**src/rtl/arb_pkg.sv**
```systemverilog
package arb_pkg;
  // How the state register is stored.
  typedef enum logic {
    ENC_BINARY = 1'b0,  // 0 = Idle, k+1 = owner k
    ENC_ONEHOT = 1'b1   // bit 0 = inverted Idle flag, bit k+1 = owner k
  } arb_enc_e;
endpackage

```
**src/rtl/arb_pick.sv**
```systemverilog
// Fixed-priority pick: isolate the lowest set request bit.
module arb_pick #(
  parameter int N = 3
) (
  input  logic [N-1:0] req,
  output logic [N-1:0] pick
);
  always_comb pick = req & (~req + N'(1));
endmodule

```
**src/rtl/arb_state.sv**
```systemverilog
// State storage. Takes and returns the abstract grant vector (all zero = Idle).
module arb_state
  import arb_pkg::*;
#(
  parameter int       N   = 3,
  parameter arb_enc_e ENC = ENC_BINARY
) (
  input  logic         clk,
  input  logic         rst,
  input  logic [N-1:0] nxt_gnt,
  output logic [N-1:0] cur_gnt,
  output logic         legal
);
  generate
    if (ENC == ENC_BINARY) begin : g_bin
      localparam int SW = $clog2(N + 1);
      logic [SW-1:0] st_q, st_d;
      logic [N-1:0]  dec;

      always_comb begin
        st_d = '0;
        for (int k = 0; k < N; k++)
          if (nxt_gnt[k]) st_d = st_d | SW'(k + 1);
      end

      always_ff @(posedge clk) begin
        if (rst) st_q <= '0;
        else     st_q <= st_d;
      end

      always_comb begin
        for (int k = 0; k < N; k++) dec[k] = (st_q == SW'(k + 1));
      end

      // Codes above N decode to no owner and are flagged for recovery.
      assign legal   = (st_q == '0) || (|dec);
      assign cur_gnt = dec;
    end else begin : g_onehot
      logic [N:0] st_q, st_d;

      // Bit 0 holds "not idle", so the reset value of zero is Idle.
      always_comb st_d = {nxt_gnt, |nxt_gnt};

      always_ff @(posedge clk) begin
        if (rst) st_q <= '0;
        else     st_q <= st_d;
      end

      assign legal   = (st_q == '0) || (st_q[0] && $onehot(st_q[N:1]));
      assign cur_gnt = (legal && st_q[0]) ? st_q[N:1] : '0;
    end
  endgenerate
endmodule

```
**src/rtl/hold_arbiter.sv**
```systemverilog
module hold_arbiter
  import arb_pkg::*;
#(
  parameter int       N_DEV = 3,
  parameter arb_enc_e ENC   = ENC_BINARY
) (
  input  logic             clk,
  input  logic             rst,
  input  logic [N_DEV-1:0] req,
  output logic [N_DEV-1:0] gnt
);
  logic [N_DEV-1:0] cur_gnt, nxt_gnt, pick;
  logic             legal, owned, held;

  arb_pick #(.N(N_DEV)) u_pick (
    .req  (req),
    .pick (pick)
  );

  arb_state #(.N(N_DEV), .ENC(ENC)) u_state (
    .clk     (clk),
    .rst     (rst),
    .nxt_gnt (nxt_gnt),
    .cur_gnt (cur_gnt),
    .legal   (legal)
  );

  assign owned = |cur_gnt;
  assign held  = |(cur_gnt & req);

  // Next state: an illegal code recovers to Idle; an owner keeps the grant
  // while its own request is high; Idle serves the highest-priority request.
  always_comb begin
    if (!legal)     nxt_gnt = '0;
    else if (owned) nxt_gnt = held ? cur_gnt : '0;
    else            nxt_gnt = pick;
  end

  assign gnt = cur_gnt;

  AST_RESET_CLEAR: assert property (@(posedge clk)
    rst |=> (gnt == '0));
  AST_ONE_GRANT: assert property (@(posedge clk) disable iff (rst)
    $onehot0(gnt));
  AST_IDLE_STAYS: assert property (@(posedge clk) disable iff (rst)
    (gnt == '0 && req == '0) |=> (gnt == '0));
  AST_PRIORITY_PICK: assert property (@(posedge clk) disable iff (rst)
    (gnt == '0 && req != '0) |=>
      (gnt == ($past(req) & (~$past(req) + N_DEV'(1)))));
  AST_HOLD_GRANT: assert property (@(posedge clk) disable iff (rst)
    (|(gnt & req)) |=> (gnt == $past(gnt)));
  AST_IDLE_GAP: assert property (@(posedge clk) disable iff (rst)
    (gnt != '0 && (gnt & req) == '0) |=> (gnt == '0));
endmodule

```
**config.mk**
```make
export PLATFORM = sky130hd
export DESIGN_NAME = hold_arbiter
export DESIGN_NICKNAME = d
export VERILOG_FILES = /design/src/rtl/arb_pkg.sv /design/src/rtl/arb_pick.sv /design/src/rtl/arb_state.sv /design/src/rtl/hold_arbiter.sv
export SDC_FILE = /design/constraint.sdc
export NUM_CORES = 1
export LEC_CHECK = 0
export BUFFER_PORTS_ARGS = -buffer_cell sky130_fd_sc_hd__buf_2
export CELL_PAD_IN_SITES_DETAIL_PLACEMENT = 1
export CELL_PAD_IN_SITES_GLOBAL_PLACEMENT = 1
export CORE_AREA = 8 8 45 47
export CTS_CLUSTER_SIZE = 25
export DETAILED_ROUTE_END_ITERATION = 8
export DIE_AREA = 0 0 53 55
export PLACE_DENSITY_LB_ADDON = 0.1
export SYNTH_ARGS = -nofsm -noshare
export SYNTH_HDL_FRONTEND = slang
export SYNTH_SLANG_ARGS = --single-unit
export TNS_END_PERCENT = 10
```
**constraint.sdc**
```tcl
create_clock -name clk -period 2.4 [get_ports clk]
set_input_delay 0.12 -clock clk [delete_from_list [all_inputs] [get_ports clk]]
set_output_delay 0.12 -clock clk [all_outputs]
set_load 0.03 [all_outputs]
```
# Word-level counts from Yosys, hierarchy flattened
# Cells that the tools add are included.
dict set report word_totals {
  regBits 2
  latch_bits 0
  mem_bits_rw 0
  romBits 0
  in_bits 5
  wordCells 18
  memories 0
}
dict set report classes {
  addsub 1
  multipliers 0
  div 0
  n_lt_le_gt_ge 0
  eq_ne 3
  shift 0
  n_mux 6
  n_bitwise 3
  reduce_logical 4
}
# op n
set ops {}
lappend ops {{3-bit 2-to-1 mux} 3}
lappend ops {{3-bit AND} 2}
lappend ops {{3-bit OR reduction} 2}
lappend ops {{2-bit == test (second input constant)} 2}
lappend ops {{2-bit 2-to-1 mux} 2}
lappend ops {{3-bit by 1-bit adder with 3-bit output (second input constant)} 1}
lappend ops {{3-bit inverter} 1}
lappend ops {{2-bit by 1-bit == test with 1-bit output (second input constant)} 1}
lappend ops {{2-bit logical NOT} 1}
lappend ops {{1-bit logical OR} 1}
lappend ops {{1-bit 2-to-1 mux} 1}

# Logic depth before layout (Yosys ltp)
dict set report logic_depth {
  depth_word 9
  depth_mapped 3
  mapped_depth_nobuf 3
}

# Modules after synthesis
# Synthesis repeated with hierarchy kept, for this count alone.
dict set report hier_totals {
  cells_unflattened 27
  hier_area_um2 219.0
}
# mod n_inst cells_per_inst area_each_um2 seq_area_each_um2
set by_module_without_submodules {}
lappend by_module_without_submodules {hold_arbiter 1 15 98.8 0.0}
lappend by_module_without_submodules {arb_state 1 9 93.8 40.0}
lappend by_module_without_submodules {arb_pick 1 3 26.3 0.0}

# Worst setup path before layout
# Ideal clock, no wire load.
dict set report synth_path {
  path_type {register to output}
  startpoint {register u_state.g_bin.st_q[0]}
  endpoint {output gnt[0]}
  arrival_time_ns 0.876
  setup_slack_ns 1.404
  stages_incl_launch_ff 2
  path_cell_list {dfxtp_1 -> nor2b_1}
}
dict set report synth_via {
  elab_chain_cells 1
}
# item line_no
set synth_rtl {}
lappend synth_rtl {{from (decl)} arb_state.sv:17} ;# logic [SW-1:0] st_q, st_d;
lappend synth_rtl {{from (signal assigned)} arb_state.sv:28} ;# else st_q <= st_d;
lappend synth_rtl {{2-bit by 1-bit == test with 1-bit output} arb_state.sv:32} ;# for (int k = 0; k < N; k++) dec[k] = (st_q == SW'(k + 1));
lappend synth_rtl {{to (decl)} hold_arbiter.sv:10} ;# output logic [N_DEV-1:0] gnt
# Every way passes these cells.

# Worst setup path after layout
# Same ends and word-level chain as after synthesis.

==> flow_summary_export.csv <==
group,metric,value,unit
clock_network,h-tree-depth,1,
grt,grt_pass1_vias,158,
clock_network,insertion_delay,0.22,ns
worst_setup_path,cp-start-kind,"flip-flop",
floorplanning,fp-row-count,14,
cells_and_area,drive_gt1_share,45.8,%
drt,routed_wl,389,microns
logic_synthesis,synthMuxAreaShare,8.79,%
timing,whs,0.0984,ns
floorplanning,fp.dieH,55,microns
logic_synthesis,synth_fa_ha_area_share,0,%
timing,timing.fmax,879,MHz
cells_and_area,max_flop_register,"u_state.g_bin.st_q",
logic_synthesis,yosysSeqAreaShare,35.2,%
cells_and_area,final_net_count,31,
grt,overflow,0,
timing,rsz0062_at_grt,"false",
place,dpl_cell_area,169,sq um
grt,grt_max_degree,8,
clock_network,path_clk_slew,0.03,ns
power_and_ir_drop,vdd_drop_max,0.174,mV
run,maxCapViolations,0,
clock_network,clockRootBuffer,"clkbuf_4",
clock_network,cts_sinks,2,
logic_synthesis,netlist_instances,14,
clock_network,cts-buffers-inserted,3,
cells_and_area,largest_reg_flops,2,
cells_and_area,antenna_cells,0,
worst_setup_path,worstSetupPathType,"flip-flop to output port",
clock_network,cts_tree,"yes",
drt,drc,0,
logic_synthesis,synth_top_family_by_area,"simple AND/OR/NAND/NOR gates",
worst_setup_path,critPathSlowestCell,"dfxtp_1",
worst_setup_path,max_stage_delay,0.43,ns
timing,finalCriticalPeriod,1.14,ns
place,io_buffers,7,
drt,wire_per_inst,9.73,microns
drt,ant_nets,0,
worst_setup_path,crit_chain,"nor2b_1, buf_2",
clock_network,clock_path_buffers,2,
logic_synthesis,syn-num-nets,19,
worst_setup_path,crit_fanout,7,
drt,viasPerCell,3.40,
timing,final_max_slew_viol_count,0,
floorplanning,initial_core_util,8.23,%
floorplanning,die_area,2920,sq um
logic_synthesis,ys_ff_latch,2,
timing,worst_slew_pin_slew,0.234,ns
timing,setup_viol,0,
worst_setup_path,required,2.28,ns
floorplanning,fp.dieW,53,microns
clock_network,cts_hold_buf,0,
drt,routed-via-count,136,
logic_synthesis,mappedNetlistArea,114,sq um
power_and_ir_drop,power_density,741,nW/um^2
clock_network,cts.repair.resized,0,
logic_synthesis,ys_warn_count,0,
cells_and_area,synthToLayoutAreaGrowth,68.1,%
hold_path,hold_class,"input port to flip-flop",
clock_network,post_cts_buffers,0,
logic_synthesis,synth_compound_area_share,25.3,%
timing,slew_headroom,84.4,%
cells_and_area,top_regs,"u_state.g_bin.st_q: 2 flops",
power_and_ir_drop,p_leak,0.0869,nW
drt,drt_iter0_markers,0,
grt,grt_antenna_before_repair,0,
timing,hold_viol,0,
floorplanning,coreArea,1380,sq um
cells_and_area,fin_area,191,sq um
logic_synthesis,synth-simple-area-share,27.5,%
worst_setup_path,arrival,1.02,ns
floorplanning,num_io_pins,8,
logic_synthesis,synth_area_per_cell,8.13,sq um
place,place.gp.congestion,0.667,
grt,grt_use_total,2.94,%
grt,grt_pass1_wl,634,microns
logic_synthesis,yosys.cell_types.count,11,
status,status,"finished, final reports clean",
timing,period_share,47.4,%
logic_synthesis,synth_xor_area_share,0,%
drt,first_pass_iters,1,
timing,setup_tns,0,ns
worst_setup_path,endpoint_kind,"output port",
timing,finClkSkew,0.00327,ns
## worst paths after layout
path / slack [ns] / startpoint / to / depth (start not counted)
worst max-delay path: 1.26 / u_state.g_bin.st_q[0] / gnt[0] / 2
worst min-delay path: 0.1 / rst / u_state.g_bin.st_q[0] / 2
worst max register to register: 1.43 / u_state.g_bin.st_q[0] / u_state.g_bin.st_q[1] / 2
worst min register to register: 0.52 / u_state.g_bin.st_q[1] / u_state.g_bin.st_q[0] / 1
## per-stage QoR
| step | util (%) | total power, mW | setup slack (ns) | cells |
|---|---|---|---|---|
| finish | 13.8 | 0.142 | 1.26 | 40 |
| global route | 13.8 | 0.150 | 1.18 | 40 |
| CTS | 13.8 | 0.146 | 1.25 | 40 |
| detailed placement | 12.2 | 0.0694 | 1.42 | 37 |
| global placement | 12.2 | 0.0695 | 1.43 | 37 |
| floorplan | - | 0.0580 | 1.40 | 14 |
## metal layers
metal	wire [microns]	track usage (%)	vias to the layer above	share of wire, %
li1	-	-	71	-
met1	156	2.72	62	40
met2	209	5.08	3	54
met3	24	1.07	0	6.2
met4	0	2.59	0	0
met5	0	0	-	0
## layout by cell type, fill, tap and decap left out
master and count:
or3_1 1, and2_2 1, clkbuf_4 3, buf_2 7, nor2_1 2, mux2i_1 1, inv_1 1, a21oi_1 1
o32ai_1 1, nor2b_1 1, a211oi_1 2, nand2_1 1, dfxtp_1 2
## cells by family (layout without fill, tap and decap cells)
| kind of cell | count (synthesis) | in the layout |
|---|---|---|
| simple gates | 6 | 6 |
| flops | 2 | 2 |
| compound gates | 4 | 4 |
| buf+inv | 1 | 11 |
| mux | 1 | 1 |
## power by group
group	internal, mW	switching, mW
registers	0.0367	0.00470
clock network	0.0551	0.0184
logic	0.0110	0.0161
## worst max-delay path, delay by kind of cell (launching register included)
| kind | cells | cell delay [ns] |
|---|---|---|
| flip-flops | 1 | 0.43 |
| buffers and inverters | 1 | 0.20 |
| AND/OR/NAND/NOR | 1 | 0.16 |
## synthesized netlist by cell type
cell type	count	area, sq um
or3_1	1	6.26
nand2_1	1	3.75
o32ai_1	1	8.76
nor2_1	2	7.51
a211oi_1	2	15.0
nor2b_1	1	6.26
dfxtp_1	2	40.0
a21oi_1	1	5.00
inv_1	1	3.75
and2_2	1	7.51
mux2i_1	1	10.0
## area by class of cell
class	instances	area, sq um
repair buffers	7	35.0
well taps	16	20.0
clock buffers	3	22.5
flip-flops and latches	2	40.0
fillers	170	1190
multi-input cells	11	70.1
inverters	1	3.75
No activity file was read; power rests on OpenSTA's default activity.
